==> config.mk <==
export PLATFORM = sky130hd
export DESIGN_NAME = hs_xfer_ctrl
export DESIGN_NICKNAME = d
export VERILOG_FILES = /design/src/rtl/hs_xfer_pkg.sv /design/src/rtl/hs_byte_store.sv /design/src/rtl/hs_delay_timer.sv /design/src/rtl/hs_xfer_ctrl.sv
export SDC_FILE = /design/constraint.sdc
export NUM_CORES = 1
export LEC_CHECK = 0
export BUFFER_PORTS_ARGS = -buffer_cell sky130_fd_sc_hd__buf_2
export CORE_MARGIN = 2
export CORE_UTILIZATION = 66
export DETAILED_ROUTE_END_ITERATION = 8
export GPL_TIMING_DRIVEN = 0
export PLACE_DENSITY = 0.81
export SLEW_MARGIN = 5
export SYNTH_ARGS = -nofsm -noshare
export SYNTH_HDL_FRONTEND = slang
export SYNTH_SLANG_ARGS = --single-unit
==> constraint.sdc <==
create_clock -name clk -period 6.9 [get_ports clk]
set_input_delay 0 -clock clk [delete_from_list [all_inputs] [get_ports clk]]
set_output_delay 0 -clock clk [all_outputs]
set_load 0.005 [all_outputs]
==> src/rtl/hs_xfer_pkg.sv <==
package hs_xfer_pkg;

    typedef struct packed {
        logic tip_n;
        logic ack_n;
    } hs_pair_t;

    function automatic int delay_ticks(input longint clk_hz, input int delay_us);
        longint t;
        t = ((clk_hz / 1000) * longint'(delay_us)) / 1000;
        if (t < 1) t = 1;
        return int'(t);
    endfunction

endpackage

==> src/rtl/hs_byte_store.sv <==
module hs_byte_store #(
    parameter int DEPTH = 16,
    localparam int AW = (DEPTH > 1) ? $clog2(DEPTH) : 1,
    localparam int SLOTS = 1 << AW
) (
    input  logic          clk,
    input  logic          we,
    input  logic [AW-1:0] waddr,
    input  logic [7:0]    wdata,
    input  logic [AW-1:0] raddr,
    output logic [7:0]    rdata
);

    logic [7:0] slot_q [SLOTS];

    for (genvar i = 0; i < SLOTS; i++) begin : g_slot
        always_ff @(posedge clk) begin
            if (we && (waddr == AW'(i))) slot_q[i] <= wdata;
        end
    end

    assign rdata = slot_q[raddr];

endmodule

==> src/rtl/hs_delay_timer.sv <==
module hs_delay_timer #(
    parameter int TICKS = 2500,
    localparam int CW = $clog2(TICKS + 1)
) (
    input  logic clk,
    input  logic rst_n,
    input  logic start,
    output logic irq
);

    logic [CW-1:0] cnt_d, cnt_q;
    logic          irq_d, irq_q;

    always_comb begin
        cnt_d = cnt_q;
        irq_d = 1'b0;
        if (start) begin
            cnt_d = CW'(TICKS);
        end else if (cnt_q != '0) begin
            cnt_d = cnt_q - 1'b1;
            irq_d = (cnt_q == CW'(1));
        end
    end

    always_ff @(posedge clk or negedge rst_n) begin
        if (!rst_n) begin
            cnt_q <= '0;
            irq_q <= 1'b0;
        end else begin
            cnt_q <= cnt_d;
            irq_q <= irq_d;
        end
    end

    assign irq = irq_q;

    AST_IRQ_ONE_CYCLE: assert property (@(posedge clk) disable iff (!rst_n)
        irq_q |=> !irq_q);
    AST_RESTART_QUIET: assert property (@(posedge clk) disable iff (!rst_n)
        start |=> !irq_q);

endmodule

==> src/rtl/hs_xfer_ctrl.sv <==
module hs_xfer_ctrl
    import hs_xfer_pkg::*;
#(
    parameter int     DEPTH    = 16,
    parameter longint CLK_HZ   = 125_000_000,
    parameter int     DELAY_US = 20,
    localparam int AW = (DEPTH > 1) ? $clog2(DEPTH) : 1,
    localparam int IW = $clog2(DEPTH + 1)
) (
    input  logic          clk,
    input  logic          rst_n,
    input  logic          tip_n,
    input  logic          ack_n,
    input  logic          dir_h2d,
    input  logic [7:0]    sr_wr_byte,
    output logic [7:0]    sr_rd_byte,
    output logic          req_n,
    output logic          sr_irq,
    output logic          pkt_done,
    output logic [IW-1:0] pkt_len,
    input  logic [AW-1:0] ob_raddr,
    output logic [7:0]    ob_rdata,
    input  logic          ib_we,
    input  logic [AW-1:0] ib_waddr,
    input  logic [7:0]    ib_wdata,
    input  logic          ib_load,
    input  logic [IW-1:0] ib_len
);

    localparam int            TICKS = delay_ticks(CLK_HZ, DELAY_US);
    localparam logic [IW-1:0] FULL  = IW'(DEPTH);

    typedef struct packed {
        hs_pair_t      last;
        logic [IW-1:0] out_idx;
        logic [IW-1:0] in_idx;
        logic [IW-1:0] in_len;
        logic          req_n;
        logic [7:0]    sr_out;
        logic          pkt_done;
        logic [IW-1:0] pkt_len;
    } st_t;

    st_t           st_d, st_q;
    hs_pair_t      now;
    logic          pair_chg;
    logic          ob_we;
    logic          irq_start;
    logic [7:0]    ib_rdata;
    logic [IW-1:0] in_idx_nx;

    assign now      = '{tip_n: tip_n, ack_n: ack_n};
    assign pair_chg = (now != st_q.last);

    hs_byte_store #(.DEPTH(DEPTH)) u_out_store (
        .clk   (clk),
        .we    (ob_we),
        .waddr (st_q.out_idx[AW-1:0]),
        .wdata (sr_wr_byte),
        .raddr (ob_raddr),
        .rdata (ob_rdata)
    );

    hs_byte_store #(.DEPTH(DEPTH)) u_in_store (
        .clk   (clk),
        .we    (ib_we),
        .waddr (ib_waddr),
        .wdata (ib_wdata),
        .raddr (st_q.in_idx[AW-1:0]),
        .rdata (ib_rdata)
    );

    hs_delay_timer #(.TICKS(TICKS)) u_delay (
        .clk   (clk),
        .rst_n (rst_n),
        .start (irq_start),
        .irq   (sr_irq)
    );

    always_comb begin
        st_d          = st_q;
        st_d.pkt_done = 1'b0;
        ob_we         = 1'b0;
        irq_start     = 1'b0;
        in_idx_nx     = st_q.in_idx + 1'b1;

        if (!tip_n) begin
            if (dir_h2d) begin
                if (pair_chg && (st_q.out_idx < FULL)) begin
                    ob_we        = 1'b1;
                    st_d.out_idx = st_q.out_idx + 1'b1;
                    irq_start    = 1'b1;
                end
            end else if (pair_chg && (st_q.in_idx < st_q.in_len)) begin
                st_d.sr_out = ib_rdata;
                st_d.in_idx = in_idx_nx;
                if (in_idx_nx >= st_q.in_len) st_d.req_n = 1'b1;
                irq_start   = 1'b1;
            end
        end else if (st_q.last.tip_n && (ack_n != st_q.last.ack_n)) begin
            st_d.req_n = ack_n;
            irq_start  = 1'b1;
        end else begin
            if (!st_q.last.tip_n) begin
                irq_start = 1'b1;
                if (st_q.out_idx != '0) begin
                    st_d.pkt_done = 1'b1;
                    st_d.pkt_len  = st_q.out_idx;
                end
                st_d.out_idx = '0;
            end
            if (st_q.in_idx < st_q.in_len) st_d.req_n = 1'b0;
        end

        if (ib_load) begin
            st_d.in_len = (ib_len > FULL) ? FULL : ib_len;
            st_d.in_idx = '0;
        end

        st_d.last = now;
    end

    always_ff @(posedge clk or negedge rst_n) begin
        if (!rst_n) begin
            st_q          <= '0;
            st_q.last     <= '{tip_n: 1'b1, ack_n: 1'b1};
            st_q.req_n    <= 1'b1;
        end else begin
            st_q <= st_d;
        end
    end

    assign sr_rd_byte = st_q.sr_out;
    assign req_n      = st_q.req_n;
    assign pkt_done   = st_q.pkt_done;
    assign pkt_len    = st_q.pkt_len;

    AST_PKT_ON_END: assert property (@(posedge clk) disable iff (!rst_n)
        pkt_done |-> (st_q.last.tip_n && !$past(st_q.last.tip_n)));
    AST_PKT_NONEMPTY: assert property (@(posedge clk) disable iff (!rst_n)
        pkt_done |-> (pkt_len != '0));
    AST_SYNC_MIRROR: assert property (@(posedge clk) disable iff (!rst_n)
        (tip_n && st_q.last.tip_n && (ack_n != st_q.last.ack_n))
        |=> (req_n == $past(ack_n)));
    AST_FULL_DROP: assert property (@(posedge clk) disable iff (!rst_n)
        (!tip_n && dir_h2d && (st_q.out_idx == FULL)) |=> (st_q.out_idx == FULL));
    AST_LAST_RELEASES: assert property (@(posedge clk) disable iff (!rst_n)
        (!tip_n && !dir_h2d && pair_chg && !ib_load
         && (st_q.in_idx < st_q.in_len) && (in_idx_nx == st_q.in_len)) |=> req_n);

endmodule

==> results.py, run 1 <==
metrics = {
    "run_status": {
        "outcome": "finished clean",
    },
    "worst_setup_path": {
        "critical_path_arrival_ns": 3.30,
        "cp_max_fo": 8,
        "crit_required_ns": 7.05,
        "cp-end-kind": "flip-flop",
        "r2r_cells": 5,
        "crit_path_start_kind": "flip-flop",
        "critical_path_class": "reg2reg",
    },
    "cts": {
        "clock_latency_ns": 0.55,
        "clk_pin_slew_ns": 0.06,
        "h-tree-depth": 1,
        "cts_buffer_depth": 3,
        "cts_resized": 0,
        "post_cts_buffers": 0,
        "clockRootBuffer": "clkbuf_16",
        "numCtsBuffers": 30,
        "cts_tree": "done",
        "cts_num_sinks": 301,
    },
    "yosys": {
        "ys_seq_area_frac": 0.708,
        "synth-async-reset-ratio": 0.150,
        "syn-num-nets": 710,
        "synth_area_leaders": "edfxtp_1 62%, dfrtp_1 8.4%, mux4_2 8.3%",
        "synth_top_area_share": 0.617,
        "ys_types": 59,
        "avgSynthCellArea_sq_um": 19.0,
        "ys_seq_elements": 301,
        "synth_edf_count": 256,
        "syn_area_sq_um": 12500,
        "synth_cells": 656,
        "yosys_warnings": 0,
        "synth_top_cell_by_area": "edfxtp_1",
        "synth_flop_cell": "edfxtp_1",
    },
    "routing": {
        "finalWirelength_microns": 25300,
        "wl_per_cell_microns": 24.5,
        "num_vias": 6577,
        "detail-route-antenna-nets": 0,
        "first_pass_iters": 5,
        "avgViaCountPerCell": 6.39,
        "drt_iter0_drc": 567,
        "route.detailed.drc": 0,
    },
    "sta": {
        "tns_ns": 0,
        "max_freq_ghz": 0.318,
        "skew_ns": 0.0178,
        "setup_viol": 0,
        "timing.hold.ws_ns": 0.0490,
        "post-route-period-util": 0.456,
        "grt_setup_unrepaired": "no",
        "period_minus_slack_ns": 3.15,
        "drv_slew": 0,
        "hold_violations": 0,
        "tightest_slew_ns": 1.38,
        "max_slew_margin": 0.0748,
    },
    "finish": {
        "nets": 828,
        "areaGrowthSynthToFinish_pct": 14.9,
        "final_common_cell": "edfxtp_1",
        "drive_gt1_frac": 0.254,
        "antenna_cells": 0,
        "fill_cells": 981,
        "postLayoutCellArea_sq_um": 14300,
        "final_cell_mix": "256 x edfxtp_1, 59 x buf_2, 46 x mux4_2",
    },
    "floorplan": {
        "num_rows": 50,
        "io_pins": 60,
        "dieWidth_microns": 141,
        "floorplan.initialDensity": 0.670,
        "core-area_sq_um": 18600,
        "die_area_sq_um": 20000,
        "dieHeight_microns": 141,
    },
    "global_route": {
        "antenna_found_initial": 0,
        "grt_start_max_net_pins": 46,
        "grt_overflow": 0,
        "grt_pass1_wl_microns": 38600,
        "track_usage": 0.258,
        "grt_pass1_vias": 6762,
    },
    "min_path": {
        "hold_class": "in2reg",
        "holdPathStages": 3,
    },
    "power": {
        "ir_worst_vdd_mv": 0.236,
        "power.density_nw_per_um2": 277,
        "leakage_nw": 5.06,
    },
    "placed_design": {
        "hpwl_microns": 15700,
        "dpl_cell_area_sq_um": 13000,
        "finalWeightedCongestion": 0.825,
        "port_buffers": 56,
    },
    "run": {
        "drv_cap": 0,
    },
}
[repair_timing]
item,in CTS,in global routing
setup endpoints to repair,0,0
endpoints found under the hold margin,318,18
hold buffers,27,3
[cell type report]
cell class	instances	area, sq um	area share
inverter	15	56.3	0.00393
timing repair buffer	86	581	0.0406
tap	234	293	0.0205
multi-input combinational	300	3300	0.230
clock inverter	14	115	0.00804
buffer	40	313	0.0219
clock buffer	40	840	0.0587
sequential	301	8820	0.616
[power breakdown]
part / total [mW] / internal (mW) / switching [mW]
combinational: 0.337 / 0.162 / 0.174
clock: 1.57 / 0.920 / 0.648
sequential: 2.05 / 2.03 / 0.0270
total: 3.96 / 3.11 / 0.849
[per-layer routing]
| layer | track usage | routed length, microns |
|---|---|---|
| met1 | 0.334 | 9630 |
| met2 | 0.453 | 13400 |
| met3 | 0.0378 | 1400 |
| met4 | 0.0963 | 844 |
| met5 | 0 | 0 |
[sequential cells by signal, summed over array words and instances (netlist names)]
name                flops
pkt_done                1
u_in_store.slot_q     128
u_out_store.slot_q    128
pkt_len                 5
req_n                   1
u_delay.irq             1
u_delay.cnt_q          12
st_q                   17
sr_rd_byte              8
[cell families (layout without fill, tap and decap cells)]
| kind of cell | count (synthesis) | count (layout) | share of synthesized area |
|---|---|---|---|
| mux | 79 | 79 | 0.144 |
| simple gates | 124 | 124 | 0.0498 |
| compound gates | 64 | 64 | 0.0397 |
| buf+inv | 55 | 195 | 0.0296 |
| flops | 301 | 301 | 0.708 |
| xor+xnor | 15 | 15 | 0.0105 |
| fa+ha+maj | 18 | 18 | 0.0181 |
[critical path, stage by stage, from the launching register on]
cell     delay (ns)
dfstp_2        0.56
xor2_1         0.29
o21ai_0        0.28
nor2_1         0.32
nand2_1        0.21
nor3_1         1.08
[synth_stat cells, types with 9 or more instances]
library cell  count
nand2_1          30
nor2_1           40
inv_1            15
buf_4            16
xor2_1            9
mux4_2           46
edfxtp_1        256
dfrtp_1          42
ha_1             18
nor3_1           14
a21oi_1           9
o21ai_1          11
mux4_1           26
[stage by stage]
stage | power (mW) | setup slack, ns | cells | utilization
floorplan | 2.29 | 4.57 | 656 | -
global placement | 2.39 | 4.06 | 946 | 0.701
detailed placement | 2.41 | 3.85 | 946 | 0.701
CTS | 3.97 | 3.78 | 1027 | 0.767
global route | 4.08 | 3.70 | 1030 | 0.770
finish | 3.96 | 3.75 | 1030 | 0.770
[worst paths after layout]
kind                                            from                                 end  slack, ns
max in group asynchronous                      rst_n                st_q[22]$_DFFE_PN0P_       6.09
max                               st_q[30]$_DFF_PN1_  u_out_store.slot_q[2][1]$_DFFE_PP_       3.75
min in group asynchronous                      rst_n           sr_rd_byte[7]$_DFFE_PN0P_       0.19
max reg2reg                       st_q[30]$_DFF_PN1_  u_out_store.slot_q[2][1]$_DFFE_PP_       3.75
min reg2reg                sr_rd_byte[4]$_DFFE_PN0P_           sr_rd_byte[4]$_DFFE_PN0P_       0.49
min                                            ib_we   u_in_store.slot_q[8][7]$_DFFE_PP_       0.05
Note: power is estimated with default switching activity, not from simulation.
==> inputs of run 2 (changes only) <==
--- a/config.mk
+++ b/config.mk
@@ -7,10 +7,10 @@
 export LEC_CHECK = 0
 export BUFFER_PORTS_ARGS = -buffer_cell sky130_fd_sc_hd__buf_2
 export CORE_MARGIN = 2
-export CORE_UTILIZATION = 66
+export CORE_UTILIZATION = 61
 export DETAILED_ROUTE_END_ITERATION = 8
 export GPL_TIMING_DRIVEN = 0
-export PLACE_DENSITY = 0.81
+export PLACE_DENSITY = 0.75
 export SLEW_MARGIN = 5
 export SYNTH_ARGS = -nofsm -noshare
 export SYNTH_HDL_FRONTEND = slang
==> constraint.sdc (replaced) <==
create_clock -name clk -period 2.9 [get_ports clk]
set_input_delay 0 -clock clk [delete_from_list [all_inputs] [get_ports clk]]
set_output_delay 0 -clock clk [all_outputs]
set_load 0.005 [all_outputs]
==> run 2 against run 1 <==
Combinational power rose by 140%. Core utilization fell by 5.2 points. Die area rose by 8.0%. Routed wire length fell by 2.9%. Sequential power rose by 140%. Final cell count rose by 3.7%. Clock power rose to 2.6 times the previous value. Total power rose by 150%.
==> results.py, run 2 (synthesized netlist as in run 1, its figures left out) <==
metrics = {
    "floorplan": {
        "die_area_sq_um": 21600,
        "core-area_sq_um": 20100,
        "io_pins": 60,
        "dieHeight_microns": 147,
        "floorplan.initialDensity": 0.619,
        "num_rows": 52,
        "dieWidth_microns": 147,
    },
    "finish": {
        "areaGrowthSynthToFinish_pct": 16.0,
        "postLayoutCellArea_sq_um": 14400,
        "final_cell_mix": "256 x edfxtp_1, 59 x buf_2, 46 x mux4_2",
        "final_common_cell": "edfxtp_1",
        "top_regs": "u_in_store.slot_q (128), u_out_store.slot_q (128), st_q (17)",
        "multiInputGateArea_sq_um": 3290,
        "fill_cells": 1208,
        "antenna_cells": 0,
        "drive_gt1_frac": 0.258,
        "seq_area_sq_um": 8820,
        "nets": 828,
    },
    "global_route": {
        "met1_usage": 0.303,
        "track_usage": 0.236,
        "busiest_layer": "met2",
        "grt_overflow": 0,
        "grt_start_max_net_pins": 46,
        "met2_usage": 0.430,
        "met3_usage": 0.0280,
        "antenna_found_initial": 0,
        "grt_pass1_wl_microns": 38700,
        "grt_pass1_vias": 6837,
    },
    "power": {
        "power.density_nw_per_um2": 676,
        "leakage_nw": 5.10,
        "ir_worst_vdd_mv": 0.599,
    },
    "placed_design": {
        "dpl_cell_area_sq_um": 13100,
        "finalWeightedCongestion": 0.817,
        "hpwl_microns": 15700,
        "pre_cts_ws_ns": -0.0613,
        "port_buffers": 56,
    },
    "sta": {
        "skew_ns": 0.0129,
        "finalWorstSetupSlack_ns": 0.224,
        "period_minus_slack_ns": 2.68,
        "drv_slew": 0,
        "tightest_slew_ns": 1.31,
        "hold_violations": 0,
        "timing.hold.ws_ns": 0.0394,
        "tns_ns": 0,
        "max_freq_ghz": 0.374,
        "post-route-period-util": 0.923,
        "max_slew_margin": 0.122,
        "grt_setup_unrepaired": "no",
        "setup_viol": 0,
    },
    "routing": {
        "detail-route-antenna-nets": 0,
        "avgViaCountPerCell": 6.01,
        "num_vias": 6424,
        "first_pass_iters": 5,
        "finalWirelength_microns": 24500,
        "route.detailed.drc": 0,
        "drt_iter0_drc": 510,
        "wl_per_cell_microns": 23.0,
    },
    "worst_setup_path": {
        "cp_max_fo": 8,
        "rrSetupSlack_ns": 0.22,
        "r2r_start": "st_q[30]$_DFF_PN1_",
        "crit_path_start_kind": "flip-flop",
        "r2r_cells": 5,
        "critical_path_class": "reg2reg",
        "critical_path_arrival_ns": 2.85,
        "r2r-end": "u_out_store.slot_q[12][2]$_DFFE_PP_",
        "crit_required_ns": 3.07,
        "cp-end-kind": "flip-flop",
    },
    "min_path": {
        "holdPathStages": 2,
        "hold_start": "ib_waddr[1]",
        "hold_class": "in2reg",
        "hold-path-endpoint": "u_in_store.slot_q[0][5]$_DFFE_PP_",
    },
    "cts": {
        "clk_pin_slew_ns": 0.06,
        "cts_tree": "done",
        "numCtsBuffers": 31,
        "clockRootBuffer": "clkbuf_16",
        "post_cts_buffers": 0,
        "cts_num_sinks": 301,
        "cts_buffer_depth": 3,
        "h-tree-depth": 1,
        "clock_latency_ns": 0.55,
    },
    "run": {
        "drv_cap": 0,
    },
    "run_status": {
        "outcome": "finished clean",
    },
}
-- run 2: cell count changes in the layout (fill, tap and decap cells not counted) --
cell	change
bufinv_16	+4
clkbuf_1	+2
clkbuf_8	-3
clkinv_1	-3
clkinv_2	+1
clkinv_8	+1
clkinvlp_4	+1
dlygate4sd3_1	-1
nor2_1	-1
nor2_2	+1
nor3_1	+1
nor3_2	-1
-- run 2: final cells by class --
cell class                      instances  share of cell area
Timing Repair Buffer                   85              0.0395
Inverter                               15             0.00390
Sequential cell                       301               0.610
Multi-Input combinational cell        300               0.228
Clock inverter                         18              0.0175
Clock buffer                           39              0.0558
Buffer                                 40              0.0217
Tap cell                              270              0.0234
-- run 2: worst max-delay path by stage --
stage,from,endpoint,slack (ns),cells past startpoint
4_1_cts,st_q[30]$_DFF_PN1_,u_out_store.slot_q[1][4]$_DFFE_PP_,0.09,5
5_1_grt,st_q[30]$_DFF_PN1_,u_out_store.slot_q[13][6]$_DFFE_PP_,0.06,5
3_3_place_gp,st_q[30]$_DFF_PN1_,u_out_store.slot_q[0][2]$_DFFE_PP_,0.07,5
6_report,st_q[30]$_DFF_PN1_,u_out_store.slot_q[12][2]$_DFFE_PP_,0.22,5
2_1_floorplan,st_q[20]$_DFFE_PN0P_,u_delay.cnt_q[8]$_DFFE_PN0P_,0.57,11
3_5_place_dp,st_q[30]$_DFF_PN1_,u_out_store.slot_q[0][2]$_DFFE_PP_,-0.06,5
-- run 2: worst max-delay path: stages, from the launching register on --
cell     delay (ns)
dfstp_2        0.56
xor2_1         0.32
o21ai_0        0.28
nor2_1         0.26
nand2_1        0.20
nor2_1         0.68
-- run 2: stage by stage --
| step | instances | util | power (mW) |
|---|---|---|---|
| 3_3_place_gp | 982 | 0.650 | 5.69 |
| 3_5_place_dp | 982 | 0.650 | 5.73 |
| 2_1_floorplan | 656 | - | 5.45 |
| 6_report | 1068 | 0.719 | 9.76 |
| 4_1_cts | 1066 | 0.717 | 9.80 |
| 5_1_grt | 1068 | 0.719 | 10.1 |
-- run 2: layer usage --
| layer | share of wire | vias to the layer above |
|---|---|---|
| met1 | 0.40 | 3328 |
| met5 | 0 | - |
| met3 | 0.036 | 41 |
| met2 | 0.54 | 173 |
| li1 | - | 2882 |
| met4 | 0.025 | 0 |
-- run 2: what timing repair did --
action	in CTS	in global routing
endpoints found under the hold margin	314	8
gates resized for setup	3	2
endpoints found under the setup margin	17	16
hold buffers	27	2
-- run 2: where the power goes --
| group | switching [mW] | internal [mW] | total [mW] | leakage [nW] |
|---|---|---|---|---|
| clock network | 1.58 | 2.50 | 4.08 | 0.512 |
| logic | 0.408 | 0.385 | 0.793 | 1.71 |
| registers | 0.0672 | 4.82 | 4.89 | 2.88 |
